[src/rtl/rtc_alarm_match.sv]
module rtc_alarm_match #(
  parameter int ADDR_W = 20
) (
  input  logic              clk,
  input  logic              rst_n,
  input  logic              tick_1hz,
  input  logic              bus_en,
  input  logic              bus_wr,
  input  logic [ADDR_W-1:0] bus_addr,
  input  logic [7:0]        bus_wdata,
  output logic [7:0]        bus_rdata,
  output logic              irq
);
  localparam logic [3:0] OFF_CTRL = 4'h0;
  localparam logic [3:0] OFF_AL0  = 4'h1;
  localparam logic [3:0] OFF_AL3  = 4'h4;
  localparam logic [3:0] OFF_TM0  = 4'h5;
  localparam logic [3:0] OFF_TM3  = 4'h8;

  logic [3:0][7:0] tm_q, rc_q, al_q, tm_nx;
  logic af_q, osf_q, aie_q, frz_q, wen_q, stop_q, tick_q;
  logic [7:0] rd_val;
  logic match;

  wire [3:0] off     = bus_addr[3:0];
  wire       in_win  = bus_en && (&bus_addr[ADDR_W-1:4]);
  wire       wr_hit  = in_win && bus_wr;
  wire       rd_hit  = in_win && !bus_wr;
  wire       ctrl_wr = wr_hit && off == OFF_CTRL;
  wire       ctrl_rd = rd_hit && off == OFF_CTRL;
  wire       tick_go = tick_1hz && !stop_q;
  wire       load    = ctrl_wr && wen_q && !bus_wdata[4];

  function automatic logic [8:0] bcd_step(input logic [7:0] v, input logic [7:0] top,
                                          input logic [7:0] base);
    if (v == top)           return {1'b1, base};
    else if (v[3:0] == 4'd9) return {1'b0, v[7:4] + 4'd1, 4'd0};
    else                    return {1'b0, v + 8'd1};
  endfunction

  always_comb begin
    logic [8:0] s, m, h, d;
    s = bcd_step(tm_q[0], 8'h59, 8'h00);
    m = bcd_step(tm_q[1], 8'h59, 8'h00);
    h = bcd_step(tm_q[2], 8'h23, 8'h00);
    d = bcd_step(tm_q[3], 8'h31, 8'h01);
    tm_nx[0] = s[7:0];
    tm_nx[1] = s[8] ? m[7:0] : tm_q[1];
    tm_nx[2] = (s[8] && m[8]) ? h[7:0] : tm_q[2];
    tm_nx[3] = (s[8] && m[8] && h[8]) ? d[7:0] : tm_q[3];
  end

  always_comb begin
    match = 1'b1;
    for (int i = 0; i < 4; i++)
      match &= al_q[i][7] || (al_q[i][6:0] == tm_q[i][6:0]);
  end

  always_comb begin
    rd_val = 8'h00;
    if (off == OFF_CTRL)
      rd_val = {2'b00, stop_q, wen_q, frz_q, aie_q, osf_q, af_q};
    else if (off >= OFF_AL0 && off <= OFF_AL3)
      rd_val = al_q[off - OFF_AL0];
    else if (off >= OFF_TM0 && off <= OFF_TM3)
      rd_val = rc_q[off - OFF_TM0];
  end

  assign irq = af_q && aie_q;

  always_ff @(posedge clk) begin
    if (!rst_n) begin
      tm_q      <= {8'h01, 8'h00, 8'h00, 8'h00};
      rc_q      <= {8'h01, 8'h00, 8'h00, 8'h00};
      al_q      <= '0;
      af_q      <= 1'b0;
      osf_q     <= 1'b1;
      aie_q     <= 1'b0;
      frz_q     <= 1'b0;
      wen_q     <= 1'b0;
      stop_q    <= 1'b0;
      tick_q    <= 1'b0;
      bus_rdata <= 8'h00;
    end else begin
      bus_rdata <= rd_hit ? rd_val : 8'h00;
      tick_q    <= tick_go && !load;

      if (load)         tm_q <= rc_q;
      else if (tick_go) tm_q <= tm_nx;

      if (wen_q) begin
        if (wr_hit && off >= OFF_TM0 && off <= OFF_TM3)
          rc_q[off - OFF_TM0] <= bus_wdata;
      end else if (!frz_q) begin
        rc_q <= tm_q;
      end

      if (wr_hit && off >= OFF_AL0 && off <= OFF_AL3)
        al_q[off - OFF_AL0] <= bus_wdata;

      if (ctrl_wr) begin
        if (wen_q) osf_q <= bus_wdata[1];
        aie_q  <= bus_wdata[2];
        frz_q  <= bus_wdata[3];
        wen_q  <= bus_wdata[4];
        stop_q <= bus_wdata[5];
      end

      if (tick_q && match) af_q <= 1'b1;
      else if (ctrl_rd)    af_q <= 1'b0;
    end
  end

  a_r4_flag_follows_tick: assert property (@(posedge clk) disable iff (!rst_n)
    $rose(af_q) |-> $past(tick_q));
  a_r5_flag_clears_on_read: assert property (@(posedge clk) disable iff (!rst_n)
    $fell(af_q) |-> $past(ctrl_rd));
  a_r2_seconds_move: assert property (@(posedge clk) disable iff (!rst_n)
    (tick_go && !load) |=> tm_q[0] != $past(tm_q[0]));
  a_r11_idle_time_stable: assert property (@(posedge clk) disable iff (!rst_n)
    (!tick_go && !load) |=> $stable(tm_q));
  a_r8_frozen_copy: assert property (@(posedge clk) disable iff (!rst_n)
    (frz_q && !wen_q) |=> $stable(rc_q));
  a_r10_osf_guarded: assert property (@(posedge clk) disable iff (!rst_n)
    !$stable(osf_q) |-> $past(wen_q));
endmodule

[config.mk]
export PLATFORM = sky130hd
export DESIGN_NAME = rtc_alarm_match
export DESIGN_NICKNAME = d
export VERILOG_FILES = /design/src/rtl/rtc_alarm_match.sv
export SDC_FILE = /design/constraint.sdc
export NUM_CORES = 1
export LEC_CHECK = 0
export BUFFER_PORTS_ARGS = -buffer_cell sky130_fd_sc_hd__buf_2
export CORE_UTILIZATION = 55
export CTS_CLUSTER_DIAMETER = 150
export DETAILED_ROUTE_END_ITERATION = 6
export HOLD_SLACK_MARGIN = 0.05
export PLACE_DENSITY = 0.73
export SYNTH_ARGS = -nofsm -noshare
export SYNTH_HDL_FRONTEND = slang
export SYNTH_SLANG_ARGS = --single-unit
export TNS_END_PERCENT = 5
[constraint.sdc]
create_clock -name clk -period 3.3 [get_ports clk]
set_input_delay 0.165 -clock clk [delete_from_list [all_inputs] [get_ports clk]]
set_output_delay 0.165 -clock clk [all_outputs]
set_load 0.05 [all_outputs]
==> key figures <==
Place
  – Post-DP HPWL: 13.5 mm
  – Global placer's final weighted congestion: 0.943
  – I/O Buffers: 41

Timing
  – Final Hold Viols: 0
  – Endpoints failing setup: 0
  – Final Cycle Share: 81.0%
  – Max_slew headroom: 41.3%
  – Hold WS: 0.125 ns
  – Fin crit period: 2.67 ns
  – RSZ-0062 raised after global routing: no
  – Worst-case clock skew: 0.00857 ns
  – Worst Max-Slew Pin Slew: 0.873 ns
  – Achievable Freq: 374 MHz
  – Final Max Slew Viols: 0
  – Fin Setup TNS: 0 ns

Logic synthesis
  – Mapped cell area: 6520 µm²
  – Number of synthesized flops with an enable pin: 0
  – Synth Net Count: 794
  – Sequential element share of the synthesized area: 34.1%
  – Top_reg_cell synth: dfxtp_1
  – Synth Instances: 743
  – Seq cells post-synth: 111
  – Synthesized area per cell: 8.77 µm²
  – Cell variety after synth: 64
  – Async SR Flop Fraction: 0%
  – Synth warn: 0

Clock tree
  – CTS tree: done
  – Post-CTS Repair Setup Buffers: 0
  – Reg clk slew, reported paths: 0.07 ns
  – Max clock buf depth: 2
  – Clk sink count: 111
  – Root Driver: clkbuf_16
  – Cts-stage hold buffer count: 0
  – CTS Buf Count: 9
  – Worst skew pair latency: 0.36 ns
  – CTS HTree Levels: 3
  – CTS resizes: 0

Pwr
  – Switching share of power: 23.1%
  – Pwr dens: 381 nW/µm²
  – Peak supply drop: 0.391 mV
  – Combinational share of power: 6.0%
  – Internal power: 0.00207 W
  – Seq pwr share: 49.9%
  – Psw: 0.000625 W
  – Clk network pwr share: 44.1%
  – Lkg Pwr: 3.21 nW

Cells and area
  – Antenna Cells: 0
  – Register area: 2220 µm²
  – Fillcell total: 951
  – Area growth syn-to-layout: 8.50%
  – Share of layout cells above drive strength 1: 12.8%
  – Nets: 803
  – Area of the multi-input gates: 3990 µm²

Global route
  – Number of global-route vias before repair: 5489
  – Initial antenna violation count: 0
  – Gr usage total: 31.7%
  – GRT Residual Overflow: 0
  – Largest net degree at the start of global routing: 62
  – Global-route wire length before repair: 30.4 mm

Floorplanning
  – Die area: 12300 µm²
  – Core footprint: 11500 µm²
  – Die X: 111 µm
  – Die span in y: 111 µm
  – Initial Utilization: 56.8%
  – I/O Pins: 42
  – Row cnt: 39

Run
  – Max Cap Viol: 0

Worst setup path
  – Critical Path RT: 3.55 ns
  – Crit path DAT: 2.92 ns
  – Crit. End Element: flip-flop
  – Worst reg2reg path depth: 7
  – Worst reg2reg setup slack: 0.63 ns
  – Critical R2R Launch: tm_q[0]
  – Worst R2R End: tm_q[25]
  – CP Class: flip-flop to flip-flop
  – Worst-path fanout max: 14
  – Setup crit start: tm_q[0]
  – Type of origin of the critical path: flip-flop
  – Critical Path Sink: tm_q[25]

Drt
  – Routed Antenna Nets: 0
  – Met2 wire length: 8.63 mm
  – Pre-antenna DRT Iters: 5
  – Routed vias: 5942
  – Iter 0 DRT Violations: 661
  – Post-Route M1 WL: 7.81 mm
  – Wirelength per Cell: 21.0 µm
  – Vias/cell: 6.60
  – DRC violations left: 0
  – Max Used Layer: met4
  – Routed WL: 18.9 mm
  – DR WL met3: 1.81 mm

Hold path
  – Hold Crit Class: input pin to flip-flop
  – Hold Crit Start: bus_wdata[1]

Status
  – Status: complete, no violations
[metrics by stage]
| stage | setup slack (ns) | util, % | power, W | instances | instance area (µm²) |
|---|---|---|---|---|---|
| floorplan | 0.638 | - | 0.00148 | 743 | 6520 |
| global placement | 0.786 | 58.9 | 0.00153 | 884 | 6750 |
| detailed placement | 0.642 | 58.9 | 0.00154 | 884 | 6750 |
| CTS | 0.702 | 61.7 | 0.00271 | 900 | 7070 |
| global route | 0.444 | 61.7 | 0.00279 | 900 | 7070 |
| finish | 0.628 | 61.7 | 0.00270 | 900 | 7070 |
[worst max-delay path, cell delays in order (launching register included)]
cell	delay, ns
dfxtp_1	0.47
ha_1	0.26
and3b_1	0.38
and3_1	0.43
and3_1	0.55
nor2_1	0.08
a211o_1	0.27
o211a_1	0.12
[cells in the final DEF, fill, tap and decap left out, types with 7 or more instances in the layout]
cell / synthesis / routed
nand3_1: 42 / 42
xor2_1: 18 / 18
buf_4: 0 / 8
and3_1: 8 / 8
nor2b_1: 18 / 18
o21ai_0: 49 / 49
buf_2: 14 / 40
nor3_1: 24 / 24
inv_1: 25 / 25
clkbuf_16: 0 / 9
xnor2_1: 16 / 16
ha_1: 18 / 18
dfxtp_1: 111 / 111
o211ai_1: 9 / 9
nand2b_1: 19 / 19
nor2_1: 27 / 27
nand2_1: 87 / 87
nand4_1: 14 / 14
mux4_2: 16 / 16
a31oi_1: 7 / 7
mux2i_1: 42 / 42
a21oi_1: 27 / 27
nor4_1: 8 / 8
o211a_1: 40 / 40
[cell families (layout without fill, tap and decap cells)]
kind of cell	count (synthesis)	count (layout)	synth area share, %
AND/OR/NAND/NOR	274	274	21.8
AO/OA/AOI/OAI	170	170	19.1
flip-flops	111	111	34.1
buffers and inverters	76	90	4.68
multiplexers	60	60	12.3
XOR/XNOR	34	34	4.57
adder cells (fa/ha/maj)	18	18	3.45
[worst min-delay path by stage]
stage / end / slack, ns / depth (start not counted)
after global routing: osf_q / 0.11 / 3
after CTS: osf_q / 0.10 / 3
after floorplan: osf_q / 0.29 / 2
after detailed placement: osf_q / 0.47 / 3
final: osf_q / 0.13 / 3
after global placement: osf_q / 0.44 / 3
[state kept, by name (all words and copies together) (netlist names)]
signal,count
wen_q,1
stop_q,1
frz_q,1
rc_q,32
osf_q,1
af_q,1
tick_q,1
aie_q,1
bus_rdata,8
tm_q,32
al_q,32
[power by group through the flow]
| stage | Clock [W] | Combinational, W | Sequential, W |
|---|---|---|---|
| after floorplan | 0 | 0.000104 | 0.00138 |
| final | 0.00119 | 0.000161 | 0.00135 |
| after global routing | 0.00126 | 0.000176 | 0.00135 |
| after global placement | 0 | 0.000154 | 0.00138 |
| after detailed placement | 0 | 0.000158 | 0.00138 |
| after CTS | 0.00120 | 0.000159 | 0.00135 |
[cells in the mapped netlist, types with 3 or more instances]
master,instances,area [µm²]
a21o_1,3,22.5
a21oi_1,27,135
a221oi_1,6,52.6
a31oi_1,7,43.8
a41oi_1,3,26.3
and2_1,4,25.0
and3_1,8,50.1
and3b_1,3,26.3
and4_1,3,26.3
buf_2,14,70.1
clkbuf_1,32,120
dfxtp_1,111,2220
ha_1,18,225
inv_1,25,93.8
mux2i_1,42,420
mux4_2,16,360
nand2_1,87,327
nand2b_1,19,119
nand3_1,42,210
nand4_1,14,87.6
nor2_1,27,101
nor2b_1,18,113
nor3_1,24,120
nor4_1,8,50.1
o211a_1,40,400
o211ai_1,9,67.6
o21ai_0,49,245
o221ai_1,4,35.0
or3_1,3,18.8
xnor2_1,16,140
xor2_1,18,158
[per-layer routing]
metal / track usage (%) / up-vias
met5: 0 / -
met4: 13.6 / 0
met3: 8.15 / 52
met2: 48.9 / 314
met1: 41.9 / 2844
li1: - / 2732
[area by class of cell]
cell class | count | share of cell area (%)
clock buffer | 10 | 3.24
clock inverter | 6 | 1.33
inverter | 26 | 1.38
multi-input combinational | 556 | 56.4
sequential | 111 | 31.4
tap | 143 | 2.53
timing repair buffer | 48 | 3.68
No activity file was read; power rests on OpenSTA's default activity.
